## src/rtl/trip_guard_pkg.sv

```systemverilog
package trip_guard_pkg;
  typedef enum logic [1:0] {
    ACT_HIZ  = 2'b00,
    ACT_HIGH = 2'b01,
    ACT_LOW  = 2'b10,
    ACT_KEEP = 2'b11
  } trip_act_e;
endpackage

```

## src/rtl/trip_sync.sv

```systemverilog
module trip_sync #(
  parameter int W      = 6,
  parameter int STAGES = 2
) (
  input  logic         clk_i,
  input  logic         rst_ni,
  input  logic [W-1:0] async_ni,
  output logic [W-1:0] sync_no
);
  logic [W-1:0] stage_q [STAGES];

  always_ff @(posedge clk_i or negedge rst_ni) begin
    if (!rst_ni) begin
      for (int i = 0; i < STAGES; i++) stage_q[i] <= '1;
    end else begin
      stage_q[0] <= async_ni;
      for (int i = 1; i < STAGES; i++) stage_q[i] <= stage_q[i-1];
    end
  end

  assign sync_no = stage_q[STAGES-1];
endmodule

```

## src/rtl/trip_latches.sv

```systemverilog
module trip_latches #(
  parameter int NUM_IN = 6
) (
  input  logic              clk_i,
  input  logic              rst_ni,
  input  logic [NUM_IN-1:0] fault_i,
  input  logic [NUM_IN-1:0] sel_os_i,
  input  logic [NUM_IN-1:0] sel_cyc_i,
  input  logic              force_os_i,
  input  logic              force_cyc_i,
  input  logic              cnt_zero_i,
  input  logic              clr_os_i,
  input  logic              clr_cyc_i,
  input  logic              clr_irq_i,
  input  logic              irq_en_os_i,
  input  logic              irq_en_cyc_i,
  output logic              tripped_o,
  output logic              os_flag_o,
  output logic              cyc_flag_o,
  output logic              irq_flag_o,
  output logic              irq_o
);
  logic os_hit, cyc_hit, irq_set;
  logic os_q, cyc_trip_q, cyc_flag_q, irq_flag_q, irq_q;

  assign os_hit  = |(fault_i & sel_os_i) | force_os_i;
  assign cyc_hit = |(fault_i & sel_cyc_i) | force_cyc_i;
  assign irq_set = (os_hit & irq_en_os_i) | (cyc_hit & irq_en_cyc_i);

  // set has priority over every release
  always_ff @(posedge clk_i or negedge rst_ni) begin
    if (!rst_ni) begin
      os_q       <= 1'b0;
      cyc_trip_q <= 1'b0;
      cyc_flag_q <= 1'b0;
      irq_flag_q <= 1'b0;
      irq_q      <= 1'b0;
    end else begin
      if (os_hit)        os_q <= 1'b1;
      else if (clr_os_i) os_q <= 1'b0;

      if (cyc_hit)         cyc_trip_q <= 1'b1;
      else if (cnt_zero_i) cyc_trip_q <= 1'b0;

      if (cyc_hit)        cyc_flag_q <= 1'b1;
      else if (clr_cyc_i) cyc_flag_q <= 1'b0;

      if (irq_set)        irq_flag_q <= 1'b1;
      else if (clr_irq_i) irq_flag_q <= 1'b0;

      irq_q <= irq_set & ~irq_flag_q;
    end
  end

  assign tripped_o  = os_q | cyc_trip_q;
  assign os_flag_o  = os_q;
  assign cyc_flag_o = cyc_flag_q;
  assign irq_flag_o = irq_flag_q;
  assign irq_o      = irq_q;
endmodule

```

## src/rtl/trip_override.sv

```systemverilog
module trip_override
  import trip_guard_pkg::*;
(
  input  logic       tripped_i,
  input  logic [1:0] act_i,
  input  logic       pwm_i,
  output logic       pwm_o,
  output logic       oe_o
);
  always_comb begin
    pwm_o = pwm_i;
    oe_o  = 1'b1;
    if (tripped_i) begin
      unique case (trip_act_e'(act_i))
        ACT_HIZ:  begin pwm_o = 1'b0; oe_o = 1'b0; end
        ACT_HIGH: pwm_o = 1'b1;
        ACT_LOW:  pwm_o = 1'b0;
        ACT_KEEP: pwm_o = pwm_i;
        default:  pwm_o = pwm_i;
      endcase
    end
  end
endmodule

```

## src/rtl/fault_trip_guard.sv

```systemverilog
module fault_trip_guard #(
  parameter int NUM_IN      = 6,
  parameter int NUM_OUT     = 2,
  parameter int SYNC_STAGES = 2
) (
  input  logic                 clk_i,
  input  logic                 rst_ni,
  input  logic [NUM_IN-1:0]    fault_ni,
  input  logic [NUM_IN-1:0]    sel_os_i,
  input  logic [NUM_IN-1:0]    sel_cyc_i,
  input  logic [2*NUM_OUT-1:0] act_i,
  input  logic                 irq_en_os_i,
  input  logic                 irq_en_cyc_i,
  input  logic                 force_os_i,
  input  logic                 force_cyc_i,
  input  logic                 clr_os_i,
  input  logic                 clr_cyc_i,
  input  logic                 clr_irq_i,
  input  logic                 cnt_zero_i,
  input  logic [NUM_OUT-1:0]   pwm_i,
  output logic [NUM_OUT-1:0]   pwm_o,
  output logic [NUM_OUT-1:0]   pwm_oe_o,
  output logic                 os_flag_o,
  output logic                 cyc_flag_o,
  output logic                 irq_flag_o,
  output logic                 irq_o
);
  logic [NUM_IN-1:0] fault_sync_n;
  logic              tripped;

  trip_sync #(.W(NUM_IN), .STAGES(SYNC_STAGES)) u_sync (
    .clk_i    (clk_i),
    .rst_ni   (rst_ni),
    .async_ni (fault_ni),
    .sync_no  (fault_sync_n)
  );

  trip_latches #(.NUM_IN(NUM_IN)) u_latch (
    .clk_i        (clk_i),
    .rst_ni       (rst_ni),
    .fault_i      (~fault_sync_n),
    .sel_os_i     (sel_os_i),
    .sel_cyc_i    (sel_cyc_i),
    .force_os_i   (force_os_i),
    .force_cyc_i  (force_cyc_i),
    .cnt_zero_i   (cnt_zero_i),
    .clr_os_i     (clr_os_i),
    .clr_cyc_i    (clr_cyc_i),
    .clr_irq_i    (clr_irq_i),
    .irq_en_os_i  (irq_en_os_i),
    .irq_en_cyc_i (irq_en_cyc_i),
    .tripped_o    (tripped),
    .os_flag_o    (os_flag_o),
    .cyc_flag_o   (cyc_flag_o),
    .irq_flag_o   (irq_flag_o),
    .irq_o        (irq_o)
  );

  for (genvar k = 0; k < NUM_OUT; k++) begin : g_out
    trip_override u_ovr (
      .tripped_i (tripped),
      .act_i     (act_i[2*k+1:2*k]),
      .pwm_i     (pwm_i[k]),
      .pwm_o     (pwm_o[k]),
      .oe_o      (pwm_oe_o[k])
    );
  end
endmodule

```

## config.mk

```make
export PLATFORM = sky130hd
export DESIGN_NAME = fault_trip_guard
export DESIGN_NICKNAME = d
export VERILOG_FILES = /design/src/rtl/trip_guard_pkg.sv /design/src/rtl/trip_sync.sv /design/src/rtl/trip_latches.sv /design/src/rtl/trip_override.sv /design/src/rtl/fault_trip_guard.sv
export SDC_FILE = /design/constraint.sdc
export NUM_CORES = 1
export LEC_CHECK = 0
export BUFFER_PORTS_ARGS = -buffer_cell sky130_fd_sc_hd__buf_2
export CAP_MARGIN = 0
export CORE_AREA = 2 2 45 47
export CTS_CLUSTER_SIZE = 14
export DETAILED_ROUTE_END_ITERATION = 8
export DIE_AREA = 0 0 47 49
export PLACE_DENSITY = 0.71
export REMOVE_ABC_BUFFERS = 1
export SYNTH_ARGS = -nofsm -noshare
export SYNTH_HDL_FRONTEND = slang
export SYNTH_SLANG_ARGS = --single-unit
```

## constraint.sdc

```tcl
create_clock -name clk_i -period 1.5 [get_ports clk_i]
set_clock_uncertainty 0.1 [all_clocks]
set_input_delay 0.225 -clock clk_i [delete_from_list [all_inputs] [get_ports clk_i]]
set_output_delay 0.225 -clock clk_i [all_outputs]
set_load 0.02 [all_outputs]
```

==> out/metrics.yaml <==
status: "finished with violations"
violations: "negative setup slack"
areaGrowthSynthToFinish_pct: 55.6
end_kind: "output pin"
p_comb_frac: 0.180
critPathCapture: "pwm_o[1]"
sequentialPowerShare: 0.556
path_clk_slew_ns: 0.09
final_max_slew_viol_count: 0
ff2ff_path_depth: 4
min_period_ns: 1.55
avgSynthCellArea_um2: 12.3
finalHoldViolations: 0
p_sw_mw: 0.226
synthDistinctLibCells: 17
ant_nets: 0
seq_area_frac_synth: 0.627
finalSetupViolCount: 4
cts_made_buffers: 3
use_met3: 0.0333
synth_top_area_frac: 0.449
cp_data_arrival_time_ns: 1.22
grt_max_degree: 18
fin_setup_tns_ns: -0.174
timing.max_cap.violations: 0
die_x_um: 47
drt-initial-drc-count: 0
p_sw_frac: 0.249
drtPass1Iterations: 1
grt_overflow: 0
viasPerCell: 4.45
insertion_delay_ns: 0.29
use_met2: 0.247
nNetsFinal: 142
grt_pass1_wl_um: 2130
crit_type: "flop to output pin"
grt-busiest-layer: "met2"
yosys-top-cells-count: "12 x dfstp_2, 11 x inv_1, 5 x dfrtp_1"
intPower_mw: 0.682
place_inst: 121
leakage_nw: 0.541
track_usage: 0.132
rrSetupSlack_ns: 0.04
crit_start: "u_latch.cyc_trip_q"
rows: 16
synthesis.area_um2: 702
synth_seq_cells: 17
grt_pass1_vias: 593
io_buffers: 41
cts_buffer_depth: 2
place.detailed.hpwl_um: 1100
hp-class: "input port to flop"
hold_ws_ns: 0.0178
final_layout_size_suffix_gt1_frac: 0.626
clockRootBuffer: "clkbuf_4"
power_density_mw_per_mm2: 831
final_core_util: 0.593
setup_slack_ns: -0.0474
cts.sinks: 17
drc: 0
regToRegStartpoint: "u_sync.sync_no[2]"
vdd_ir_drop_max_mv: 0.587
ys_async_sr_fraction: 1.00
diodes: 0
power.total_mw: 0.908
synth.most_common_cell: "dfstp_2"
yosys_most_used_dff: "dfstp_2"
core_mm2: 0.00184
slew_headroom: 0.728
clkPwrFrac: 0.264
wl_um: 1450
dieArea_mm2: 0.00230
start_util: 0.381
syn_inst: 57
antenna_found_initial: 0
synth-edff-count: 0
synth_area_leader_cell: "dfstp_2"
cp_max_fo: 6
tightest_slew_ns: 0.409
grt_util_met1: 0.127
final_cells: 134
avgRoutedWirePerCell_um: 10.8
gp_congestion: 0.697
die_h_um: 49
rsz0062_at_grt: "yes"
synth.area.top_cells: "dfstp_2 45%, dfrtp_1 18%, inv_1 5.9%"
required_ns: 1.17
via_count: 596
h-tree-depth: 1
tritoncts: "done"
max_clock_freq_mhz: 646
start_kind: "flop"
regToRegEndpoint: "u_latch.irq_flag_o"
period_share: 1.03
num_io_pins: 42
yosys_warnings: 0
## cell usage in the layout (no fill, tap or decap)
cell type	synthesis	layout
a21oi_1	1	1
and2b_1	1	1
and2b_4	1	1
buf_2	0	37
buf_4	4	2
buf_6	0	4
clkbuf_4	0	3
clkinv_2	0	1
dfrtp_1	5	5
dfstp_2	12	12
dlygate4sd3_1	0	7
inv_1	11	11
nand2b_1	3	2
nand2b_4	0	1
nand3_1	1	1
nor2_1	3	2
nor2_4	0	1
nor4_1	2	1
nor4_2	0	1
o21ai_0	3	3
o221ai_2	2	1
o221ai_4	0	1
o22a_1	2	2
o22ai_1	2	2
o41ai_2	2	1
o41ai_4	0	1
or3_1	2	2
## kinds of logic after synthesis
group,share of synthesized area
AOI/OAI and AO/OA,0.160
buffers and inverters,0.102
DFF,0.627
and+or+nand+nor,0.111
## layer usage
metal / part of all wire / wire length, um
met1: 0.33 / 474
met2: 0.59 / 846
met3: 0.075 / 108
met4: 0.012 / 17
met5: 0 / 0
## state kept, by name (all words and copies together), names as in the netlist
register and count:
u_sync.stage_q 6, u_latch.irq_o 1, u_sync.sync_no 6, u_latch.cyc_flag_o 1
u_latch.cyc_trip_q 1, u_latch.os_flag_o 1, u_latch.irq_flag_o 1
## power groups by stage
stage          Sequential [mW]  Clock [mW]  Combinational [mW]
2_1_floorplan            0.516           0              0.0496
3_3_place_gp             0.510           0               0.122
3_5_place_dp             0.511           0               0.126
4_1_cts                  0.505       0.256               0.146
5_1_grt                  0.508       0.276               0.177
6_report                 0.505       0.240               0.163
## through the flow
stage,worst slack (ns),instance area (um2)
CTS,-0.0761,1040
floorplan,0.147,672
finish,-0.0474,1090
global placement,0.0639,911
detailed placement,0.0265,911
global route,-0.116,1090
## worst max-delay path, stage by stage, from the launching register on
cell and delay (ns):
dfrtp_1 0.42, nor2_4 0.16, nor2_1 0.06, o22a_1 0.17, buf_6 0.13
## final cells by class
| class | instances | area (um2) |
|---|---|---|
| clock inverter | 1 | 5.00 |
| timing repair buffer | 50 | 315 |
| inverter | 11 | 41.3 |
| fill | 170 | 749 |
| sequential | 17 | 440 |
| tap | 27 | 33.8 |
| multi-input combinational | 25 | 234 |
| clock buffer | 3 | 22.5 |
## how the worst min path moves through the flow
stage	from	to	slack [ns]	depth (start not counted)
3_3_place_gp	rst_ni	u_latch.irq_flag_o	0.05	1
2_1_floorplan	rst_ni	u_latch.cyc_flag_o	-0.17	0
3_5_place_dp	rst_ni	u_latch.irq_flag_o	0.06	1
6_report	cnt_zero_i	u_latch.cyc_trip_q	0.02	2
5_1_grt	clr_os_i	u_latch.os_flag_o	0.005	2
4_1_cts	clr_os_i	u_latch.os_flag_o	0.01	2
## repair_timing
item                       in CTS  in global routing
pin swaps                       4                  3
setup endpoints to repair       4                  8
cloned                          0                  0
hold endpoints to repair       11                  0
hold buffers                    7                  0
setup buffers                   1                  1
resized for setup               6                  8
Power figures use the tool's default switching activity.
